File: config.mk
export PLATFORM = sky130hd
export DESIGN_NAME = sm_addsub
export DESIGN_NICKNAME = d
export VERILOG_FILES = /design/src/rtl/sm_addsub_pkg.sv /design/src/rtl/sm_op_decode.sv /design/src/rtl/sm_mag_cmp.sv /design/src/rtl/sm_mag_addsub.sv /design/src/rtl/sm_addsub.sv
export SDC_FILE = /design/constraint.sdc
export NUM_CORES = 1
export LEC_CHECK = 0
export ABC_AREA = 1
export CAP_MARGIN = 40
export CORE_MARGIN = 4
export CORE_UTILIZATION = 48
export DETAILED_ROUTE_END_ITERATION = 10
export PLACE_DENSITY = 0.83
export SLEW_MARGIN = 25
export SYNTH_ARGS = -nofsm -noshare
export SYNTH_HDL_FRONTEND = slang
export SYNTH_SLANG_ARGS = --single-unit
export TNS_END_PERCENT = 1
File: constraint.sdc
create_clock -name vclk -period 11.8
set_input_delay 3.54 -clock vclk [all_inputs]
set_output_delay 3.54 -clock vclk [all_outputs]
set_load 0.01 [all_outputs]
File: src/rtl/sm_addsub_pkg.sv
package sm_addsub_pkg;

  typedef enum logic {
    SM_OP_ADD = 1'b0,
    SM_OP_SUB = 1'b1
  } sm_op_e;

  typedef struct packed {
    logic sign_a;
    logic sign_b_eff;
    logic mag_sub;
  } sm_plan_t;

endpackage

File: src/rtl/sm_op_decode.sv
module sm_op_decode
  import sm_addsub_pkg::*;
(
  input  logic     sign_a_i,
  input  logic     sign_b_i,
  input  sm_op_e   op_i,
  output sm_plan_t plan_o
);

  logic sign_b_eff;

  always_comb begin
    sign_b_eff        = (op_i == SM_OP_SUB) ? ~sign_b_i : sign_b_i;
    plan_o.sign_a     = sign_a_i;
    plan_o.sign_b_eff = sign_b_eff;
    plan_o.mag_sub    = sign_a_i ^ sign_b_eff;
  end

endmodule

File: src/rtl/sm_mag_cmp.sv
module sm_mag_cmp #(
  parameter int MW = 7
) (
  input  logic [MW-1:0] a_i,
  input  logic [MW-1:0] b_i,
  output logic          a_gt_o,
  output logic          a_eq_o
);

  logic [MW-1:0] bit_gt;
  logic [MW-1:0] bit_eq;

  for (genvar i = 0; i < MW; i++) begin : g_bit
    assign bit_gt[i] = a_i[i] & ~b_i[i];
    assign bit_eq[i] = ~(a_i[i] ^ b_i[i]);
  end

  always_comb begin
    logic gt_acc;
    logic eq_acc;
    gt_acc = 1'b0;
    eq_acc = 1'b1;
    for (int i = MW - 1; i >= 0; i--) begin
      gt_acc = gt_acc | (eq_acc & bit_gt[i]);
      eq_acc = eq_acc & bit_eq[i];
    end
    a_gt_o = gt_acc;
    a_eq_o = eq_acc;
  end

endmodule

File: src/rtl/sm_mag_addsub.sv
module sm_mag_addsub #(
  parameter int MW = 7
) (
  input  logic [MW-1:0] x_i,
  input  logic [MW-1:0] y_i,
  input  logic          sub_i,
  output logic [MW-1:0] sum_o,
  output logic          cout_o
);

  logic [MW-1:0] y_eff;
  logic [MW-1:0] prop;
  logic [MW-1:0] gen;

  assign y_eff = sub_i ? ~y_i : y_i;

  for (genvar i = 0; i < MW; i++) begin : g_pg
    assign prop[i] = x_i[i] ^ y_eff[i];
    assign gen[i]  = x_i[i] & y_eff[i];
  end

  always_comb begin
    logic carry;
    carry = sub_i;
    for (int i = 0; i < MW; i++) begin
      sum_o[i] = prop[i] ^ carry;
      carry    = gen[i] | (prop[i] & carry);
    end
    cout_o = carry;
  end

endmodule

File: src/rtl/sm_addsub.sv
module sm_addsub
  import sm_addsub_pkg::*;
#(
  parameter int W = 8
) (
  input  logic [W-1:0] opa_i,
  input  logic [W-1:0] opb_i,
  input  logic         sub_i,
  output logic [W-1:0] res_o,
  output logic         ovf_o
);

  localparam int MW = W - 1;

  sm_plan_t      plan;
  sm_op_e        op;
  logic [MW-1:0] mag_a;
  logic [MW-1:0] mag_b;
  logic          a_gt;
  logic          a_eq;
  logic          a_ge;
  logic [MW-1:0] big_mag;
  logic [MW-1:0] small_mag;
  logic [MW-1:0] raw_mag;
  logic          raw_cout;
  logic          raw_sign;
  logic          mag_zero;

  assign op    = sm_op_e'(sub_i);
  assign mag_a = opa_i[MW-1:0];
  assign mag_b = opb_i[MW-1:0];

  sm_op_decode u_dec (
    .sign_a_i (opa_i[W-1]),
    .sign_b_i (opb_i[W-1]),
    .op_i     (op),
    .plan_o   (plan)
  );

  sm_mag_cmp #(.MW(MW)) u_cmp (
    .a_i    (mag_a),
    .b_i    (mag_b),
    .a_gt_o (a_gt),
    .a_eq_o (a_eq)
  );

  assign a_ge      = a_gt | a_eq;
  assign big_mag   = a_ge ? mag_a : mag_b;
  assign small_mag = a_ge ? mag_b : mag_a;

  sm_mag_addsub #(.MW(MW)) u_add (
    .x_i    (big_mag),
    .y_i    (small_mag),
    .sub_i  (plan.mag_sub),
    .sum_o  (raw_mag),
    .cout_o (raw_cout)
  );

  always_comb begin
    if (plan.mag_sub) raw_sign = a_ge ? plan.sign_a : plan.sign_b_eff;
    else              raw_sign = plan.sign_a;
    mag_zero = (raw_mag == '0);
    res_o    = {raw_sign & ~mag_zero, raw_mag};
    ovf_o    = ~plan.mag_sub & raw_cout;
  end

  always_comb begin
    // a difference of ordered magnitudes never borrows
    p_sub_no_borrow_r2: assert (!plan.mag_sub || raw_cout)
      else $error("difference of magnitudes borrowed");
    // the flag appears only on a magnitude sum
    p_ovf_on_sum_r3: assert (!ovf_o || !plan.mag_sub)
      else $error("overflow raised on a difference");
    // negative zero never leaves the block
    p_no_neg_zero_r5: assert (!(res_o[W-1] && res_o[MW-1:0] == '0))
      else $error("negative zero produced");
    // cancelling equal magnitudes gives +0
    p_cancel_pos_zero_r6: assert (!(plan.mag_sub && a_eq) || (res_o == '0 && !ovf_o))
      else $error("equal magnitudes did not cancel to +0");
    // a non-zero sum carries the common sign
    p_sum_sign_r1: assert (plan.mag_sub || mag_zero || res_o[W-1] == plan.sign_a)
      else $error("sum sign differs from operand sign");
  end

endmodule

**Yosys cells after proc, flatten, opt, wreduce, memory -nomap -nowiden**

Index checks and enable logic that the tools add are counted.

- Bits of input ports: 17
- Output and inout port bits: 9
- Bits in registers: 0

- Bitwise gates (word level): 89
- Muxes and demuxes: 6
- Reductions and logical operators: 1

Operators by type and width:

| operator | number |
|---|---|
| $and A1 B1 Y1 | 35 |
| $xor A1 B1 Y1 | 22 |
| $mux W7 | 3 |
| $not A1 Y1 | 17 |
| $or A1 B1 Y1 | 14 |
| $logic_not A7 Y1 | 1 |
| $not A7 Y7 | 1 |
| $mux W1 | 3 |

**Depth between registers and ports, before layout**

Gate-level depths: netlist of the first run.

- Depth after elaboration: 30
- Mapped depth: 22
- Gate-level depth less buffers: 21

**Cells and area by module**

From an unflattened synthesis of the first run, not the netlist that was laid out.

- Cells, all modules: 149
- Area, all modules: 779.5 µm²

By module, submodules not included:

| module | cells each | instances | sequential area each (µm²) | area an instance (µm²) |
|---|---|---|---|---|
| sm_mag_addsub | 49 | 1 | 0.0 | 281.5 |
| sm_addsub | 51 | 1 | 0.0 | 230.2 |
| sm_mag_cmp | 36 | 1 | 0.0 | 209.0 |
| sm_op_decode | 13 | 1 | 0.0 | 58.8 |

**Worst setup path before layout of the first run**

OpenSTA, ideal clock, no wires.

- Path type: in2out
- From: input opb_i[6]
- To: output res_o[7]
- Required time: 8.260 ns
- Arrival: 7.413 ns
- Path slack: 0.847 ns
- Stages: 21
- Buffers on the path: 1
- Path through: inv_1 -> ha_1 -> nand2_1 -> nand2_1 -> nor2_1 -> nand2_1 -> nor2_4 -> nand2_4 -> buf_2 -> nand2_1 -> o21ai_1 -> fa_1 -> fa_1 -> fa_1 -> fa_1 -> fa_1 -> inv_1 -> fa_1 -> nand4_1 -> nand2_1 -> nor2_1

- Cells in the longest elaborated chain, start to end: 30

RTL lines:

| item | RTL line | RTL |
|---|---|---|
| start: declaration | sm_addsub.sv:7 | `input logic [W-1:0] opb_i,` |
| $xor A1 B1 Y1 | sm_mag_cmp.sv:15 | `assign bit_eq[i] = ~(a_i[i] ^ b_i[i]);` |
| $not A1 Y1 | sm_mag_cmp.sv:15 |  |
| $and A1 B1 Y1 (on tied branches) | sm_mag_cmp.sv:24, sm_mag_cmp.sv:25 |  |
| $or A1 B1 Y1 (tied with other cells) (4 in a row) | sm_mag_cmp.sv:24 | `gt_acc = gt_acc \| (eq_acc & bit_gt[i]);` |
| $or A1 B1 Y1 / $and A1 B1 Y1 (equally long branches) | sm_mag_cmp.sv:24 |  |
| $or A1 B1 Y1 | sm_mag_cmp.sv:24 |  |
| $or A1 B1 Y1 | sm_addsub.sv:47 | `assign a_ge = a_gt \| a_eq;` |
| $mux W7 | sm_addsub.sv:49 | `assign small_mag = a_ge ? mag_b : mag_a;` |
| [11 not listed] | n/a |  |
| $and A1 B1 Y1 | sm_mag_addsub.sv:27 | `carry = gen[i] \| (prop[i] & carry);` |
| $or A1 B1 Y1 | sm_mag_addsub.sv:27 |  |
| $and A1 B1 Y1 | sm_mag_addsub.sv:27 |  |
| $or A1 B1 Y1 | sm_mag_addsub.sv:27 |  |
| $xor A1 B1 Y1 | sm_mag_addsub.sv:26 | `sum_o[i] = prop[i] ^ carry;` |
| $logic_not A7 Y1 | sm_addsub.sv:62 | `mag_zero = (raw_mag == '0);` |
| $not A1 Y1 | sm_addsub.sv:63 | `res_o = {raw_sign & ~mag_zero, raw_mag};` |
| $and A1 B1 Y1 (*) | sm_addsub.sv:63 |  |
| end: declaration | sm_addsub.sv:9 | `output logic [W-1:0] res_o,` |

Mark *: on every way between the ends. The rest lies on a longest branch, timed or not.

**Worst setup path after layout of the first run**

Same ends and word-level chain as after synthesis.

==> results of run 1 <==
-- worst min-delay path by stage --
stage	from	endpoint	slack, ns	depth (start not counted)
CTS	opa_i[7]	res_o[7]	8.01	4
detailed placement	opa_i[7]	res_o[7]	8.21	4
global route	opa_i[7]	res_o[7]	7.90	4
finish	opa_i[7]	res_o[7]	7.85	4
global placement	opa_i[7]	res_o[7]	8.19	4
floorplan	opa_i[7]	res_o[7]	7.25	2
-- final cells by class --
type	count	area share, %
tap	15	1.70
timing repair buffer	41	33.3
inverter	22	7.50
multi-input combinational	97	57.5
-- per-stage QoR --
step	util (%)	instance area (um2)
after floorplan	-	729
after global placement	78.8	1080
after detailed placement	78.8	1080
after CTS	79.8	1090
after global routing	80.6	1100
final	80.6	1100
-- critical path, cell delays in order --
cell	delay, ns
clkdlybuf4s50_1	0.48
inv_1	0.09
ha_4	0.29
nand4_1	0.17
nor2_1	0.20
nand2_2	0.10
nand2_4	0.10
nand2_1	0.06
nand3_1	0.06
nand2_1	0.07
fa_1	0.42
fa_1	0.39
fa_1	0.38
fa_1	0.38
fa_1	0.36
inv_1	0.07
fa_1	0.42
nand4_1	0.11
nand2_1	0.06
nor2_1	0.07
clkbuf_2	0.13
-- timing repair --
action                                  CTS  global route
gates resized for setup                   2             5
buffers inserted                          2             0
pin swaps                                 3             1
endpoints found under the setup margin    1             1
hold endpoints to repair                  0             0
-- metal layers --
layer / wire [um] / vias to the layer above / global-route usage [%] / share of wire (%)
met4: 16 / 0 / 2.76 / 0.77
met5: 0 / - / 0 / 0
met2: 1160 / 24 / 41.2 / 56
met1: 835 / 407 / 22.6 / 40
li1: - / 472 / - / -
met3: 68 / 2 / 1.53 / 3.3
-- kinds of logic after synthesis --
family / after synthesis / share of synthesized area, %
AND/OR/NAND/NOR: 74 / 46.3
AO/OA/AOI/OAI: 8 / 5.49
buffers and inverters: 26 / 15.3
adder cells (fa/ha/maj): 13 / 28.5
XOR/XNOR: 2 / 4.46
-- layout by cell type, fill, tap and decap left out, drive strengths merged, types with 3 or more instances in the layout --
master / netlist / routed
inv: 22 / 22
clkdlybuf4s50: 0 / 24
o21ai: 7 / 7
nand3: 27 / 27
fa: 6 / 6
ha: 7 / 7
buf: 4 / 15
nand4: 3 / 3
nand2: 35 / 35
nor2: 8 / 8
-- power breakdown --
group | internal [mW] | switching [mW] | total, mW
Clock | 0 | 0 | 0
Sequential | 0 | 0 | 0
Combinational | 0.0550 | 0.0522 | 0.107
==> impl_metrics.env, run 1 <==
export IMPL_drt_pass1_iterations=4
export IMPL_crit_end="res_o[7]"
export IMPL_cap_violations=0
export IMPL_globalRouteTotalUtil_pct=20.2
export IMPL_start_kind="input pin"
export IMPL_crit_start="opb_i[6]"
export IMPL_fin_crit_ns=11.50
export IMPL_sequential_cell_total=0
export IMPL_power_leakage_nw=0.577
export IMPL_mappedNetlistArea_um2=729
export IMPL_max_freq_mhz=86.9
export IMPL_die_h_um=47.0
export IMPL_max_vdd_ir_drop_mv=0.0638
export IMPL_die_x_um=47.0
export IMPL_total_power_mw=0.107
export IMPL_synth_yosys_warnings=0
export IMPL_worst_pin_slew_ns=0.207
export IMPL_powerDensity_mw_per_mm2=97.4
export IMPL_layoutNonFillerInstCount=175
export IMPL_antenna_cells=0
export IMPL_initial_utilization_pct=53.4
export IMPL_clock_buffers=0
export IMPL_vias=905
export IMPL_wl_um=2080
export IMPL_drv_slew=0
export IMPL_setup_viol=0
export IMPL_run_status="finished clean"
export IMPL_fin_crit_sh_pct=97.5
export IMPL_antenna_found_initial=0
export IMPL_drive_above_1_share_pct=14.4
export IMPL_routabilityCongestion=0.879
export IMPL_required_ns=8.26
export IMPL_port_buffers=26
export IMPL_synth_area_top_cells="nand3_1 19%, nand2_1 17%, fa_1 16%"
export IMPL_preCtsSetupSlack_ns=-0.166
export IMPL_ant_nets=0
export IMPL_maxSlewHeadroom_pct=86.1
export IMPL_multi_input_area_um2=633
export IMPL_grt_max_degree=21
export IMPL_netlist_instances=123
export IMPL_synth_top_area_cell="nand3_1"
export IMPL_syn_area_per_cell_um2=5.93
export IMPL_hold_viol=0
export IMPL_synth_most_common_cell="nand2_1"
export IMPL_core_region_area_mm2=0.00137
export IMPL_critPathKind="in -> out"
export IMPL_drc=0
export IMPL_fp_dieArea_mm2=0.00221
export IMPL_cts_hold_buf=0
export IMPL_grt_overflow_total=0
export IMPL_rows=13
export IMPL_vias_per_cell=5.17
export IMPL_pin_count=26
export IMPL_ys_types=19
export IMPL_n_fill_cell=120
export IMPL_regArea_um2=0
export IMPL_synth_common_cells="33 x nand2_1, 27 x nand3_1, 22 x inv_1"
export IMPL_placed_cells=173
export IMPL_dp_hpwl_um=1740
export IMPL_final_setup_worst_slack_ns=0.298
export IMPL_grt_pass1_wl_um=3350
export IMPL_yosysSeqAreaShare_pct=0
export IMPL_syn_nets=153
export IMPL_syn2layout_area_growth_pct=50.9
export IMPL_hp_class="in -> out"
export IMPL_grt_setup_unrepaired="no"
export IMPL_worstPathArrival_ns=7.96
export IMPL_grt_pass1_vias=861
export IMPL_final_nets=192
export IMPL_initialDrtViolationCount=14
export IMPL_post_synth_top_area_fraction_pct=18.5
export IMPL_wl_per_cell_um=11.9
export IMPL_finalSetupTns_ns=0
export IMPL_hold_slack_ns=7.85
export IMPL_end_kind="output pin"
export IMPL_worstPathMaxFanout=6
No activity file was read; power rests on OpenSTA's default activity.
==> run 2: changes to the inputs <==
--- a/config.mk
+++ b/config.mk
@@ -6,7 +6,7 @@
 export NUM_CORES = 1
 export LEC_CHECK = 0
 export ABC_AREA = 1
-export CAP_MARGIN = 40
+export CAP_MARGIN = 15
 export CORE_MARGIN = 4
 export CORE_UTILIZATION = 48
 export DETAILED_ROUTE_END_ITERATION = 10
==> results of run 2 <==
Final layout, timing and power as in run 1 (identical DEF).
==> run 3: changes to the inputs <==
--- a/config.mk
+++ b/config.mk
@@ -7,11 +7,10 @@
 export LEC_CHECK = 0
 export ABC_AREA = 1
 export CAP_MARGIN = 15
-export CORE_MARGIN = 4
+export CORE_MARGIN = 5
 export CORE_UTILIZATION = 48
 export DETAILED_ROUTE_END_ITERATION = 10
 export PLACE_DENSITY = 0.83
-export SLEW_MARGIN = 25
 export SYNTH_ARGS = -nofsm -noshare
 export SYNTH_HDL_FRONTEND = slang
 export SYNTH_SLANG_ARGS = --single-unit
==> constraint.sdc (replaced) <==
create_clock -name vclk -period 10.7
set_input_delay 3.21 -clock vclk [all_inputs]
set_output_delay 3.21 -clock vclk [all_outputs]
set_load 0.01 [all_outputs]
==> run 3 against run 2 <==
Critical path depth did not move. First-iteration DRC count increased by 50%. Total power is 20% higher. Sequential cell count stayed put. Cell count rose by 5.1%. Via count up 6.4%. Worst hold slack lost 0.71 ns. Final area grew 13%. Largest cell class unchanged.
==> impl_metrics.env, run 3 (synthesis results as in run 1) <==
export IMPL_run_status="finished clean"
export IMPL_critPathKind="in -> out"
export IMPL_cts_hold_buf=0
export IMPL_layout_common_cells="30 x nand2_1, 26 x nand3_1, 22 x buf_4"
export IMPL_total_power_mw=0.129
export IMPL_end_kind="output pin"
export IMPL_critPathSlowestCell="clkdlybuf4s50_1"
export IMPL_drc=0
export IMPL_fin_crit_sh_pct=98.7
export IMPL_pin_count=26
export IMPL_layoutNonFillerInstCount=184
export IMPL_grt_pass1_wl_um=3820
export IMPL_max_vdd_ir_drop_mv=0.0534
export IMPL_ant_nets=0
export IMPL_initialDrtViolationCount=21
export IMPL_drive_above_1_share_pct=28.0
export IMPL_hp_class="in -> out"
export IMPL_power_switching_mw=0.0632
export IMPL_max_freq_mhz=94.7
export IMPL_rows=14
export IMPL_final_setup_worst_slack_ns=0.142
export IMPL_core_region_area_mm2=0.00147
export IMPL_drt_pass1_iterations=4
export IMPL_powerDensity_mw_per_mm2=104
export IMPL_required_ns=7.49
export IMPL_port_buffers=26
export IMPL_antenna_cells=0
export IMPL_final_nets=200
export IMPL_p_int_mw=0.0659
export IMPL_clockPowerShare_pct=0
export IMPL_vias=963
export IMPL_combPwrFrac_pct=100.0
export IMPL_cap_violations=0
export IMPL_die_h_um=49.0
export IMPL_start_kind="input pin"
export IMPL_fp_dieArea_mm2=0.00240
export IMPL_wl_um=2580
export IMPL_clock_buffers=0
export IMPL_initial_utilization_pct=49.6
export IMPL_antenna_found_initial=0
export IMPL_worstPathMaxFanout=6
export IMPL_cp_top_family="adder cells"
export IMPL_globalRouteTotalUtil_pct=18.7
export IMPL_mostFrequentLayoutCell="nand2_1"
export IMPL_grt_pass1_vias=929
export IMPL_finalSetupTns_ns=0
export IMPL_setup_viol=0
export IMPL_syn2layout_area_growth_pct=70.7
export IMPL_grt_overflow_total=0
export IMPL_sequential_cell_total=0
export IMPL_swShare_pct=49.0
export IMPL_path_cells="clkdlybuf4s50_1 > inv_1 > ha_1 > inv_1 > nor2_1 > nand2_2 > nand2_4 > nand2_1 > nand3_1 > nand2_1 > fa_2 > fa_2 > fa_2 > fa_2 > fa_2 > inv_2 > fa_1 > nand4_1 > nand2_1 > nor2_1 > buf_2"
export IMPL_dp_hpwl_um=1830
export IMPL_die_x_um=49.0
export IMPL_crit_start="opb_i[2]"
export IMPL_hold_viol=0
export IMPL_hp_start="opa_i[0]"
export IMPL_worst_pin_slew_ns=0.232
export IMPL_seqPwrFrac_pct=0
export IMPL_maxSlewHeadroom_pct=84.4
export IMPL_power_leakage_nw=0.712
export IMPL_crit_top_cell="fa_2"
export IMPL_worstPathArrival_ns=7.35
export IMPL_fin_crit_ns=10.56
export IMPL_preCtsSetupSlack_ns=-0.603
export IMPL_max_stage_delay_ns=0.48
export IMPL_grt_max_degree=21
export IMPL_placed_cells=183
export IMPL_hold_slack_ns=7.13
export IMPL_drv_slew=0
export IMPL_wl_per_cell_um=14.0
export IMPL_regArea_um2=0
export IMPL_vias_per_cell=5.23
export IMPL_routabilityCongestion=0.833
export IMPL_critPathBufInv=5
==> run 3: changes by cell type in the layout (fill, tap and decap cells not counted), sizes merged <==
| cell | before | now |
|---|---|---|
| clkdlybuf4s50 | 24 | 13 |
| buf | 15 | 24 |
| clkbuf | 1 | 0 |
| dlymetal6s2s | 0 | 11 |
==> run 3: layout make-up <==
class / instances / area (um2)
tap: 16 / 20.0
inverter: 22 / 82.6
multi-input combinational: 97 / 684
timing repair buffer: 49 / 458
fill: 91 / 226
==> run 3: worst paths after layout <==
check	cells after the start	slack [ns]	endpoint
hold / removal	7	7.13	res_o[7]
setup / recovery	21	0.14	res_o[7]
==> run 3: layer usage <==
| metal | wire length [um] | vias to the layer above | track usage (%) |
|---|---|---|---|
| li1 | - | 484 | - |
| met1 | 977 | 433 | 21.2 |
| met2 | 1380 | 38 | 37.2 |
| met3 | 149 | 8 | 2.14 |
| met4 | 72 | 0 | 2.69 |
| met5 | 0 | - | 0 |
==> run 3: power by group through the flow <==
stage	clock network (mW)	registers, mW	logic (mW)
2_1_floorplan	0	0	0.0657
3_3_place_gp	0	0	0.118
3_5_place_dp	0	0	0.123
4_1_cts	0	0	0.125
5_1_grt	0	0	0.142
6_report	0	0	0.129
==> run 3: per-stage QoR <==
step | cell area (um2) | utilization, %
2_1_floorplan | 729 | -
3_3_place_gp | 1150 | 77.9
3_5_place_dp | 1150 | 77.9
4_1_cts | 1180 | 80.0
5_1_grt | 1240 | 84.6
6_report | 1240 | 84.6
==> run 3: timing repair <==
item | 4_1_cts | 5_1_grt
hold endpoints to repair | 0 | 0
endpoints found under the setup margin | 4 | 3
resized for setup | 13 | 23
buffers inserted | 0 | 2
pin swaps | 4 | 17
gates cloned | 0 | 0
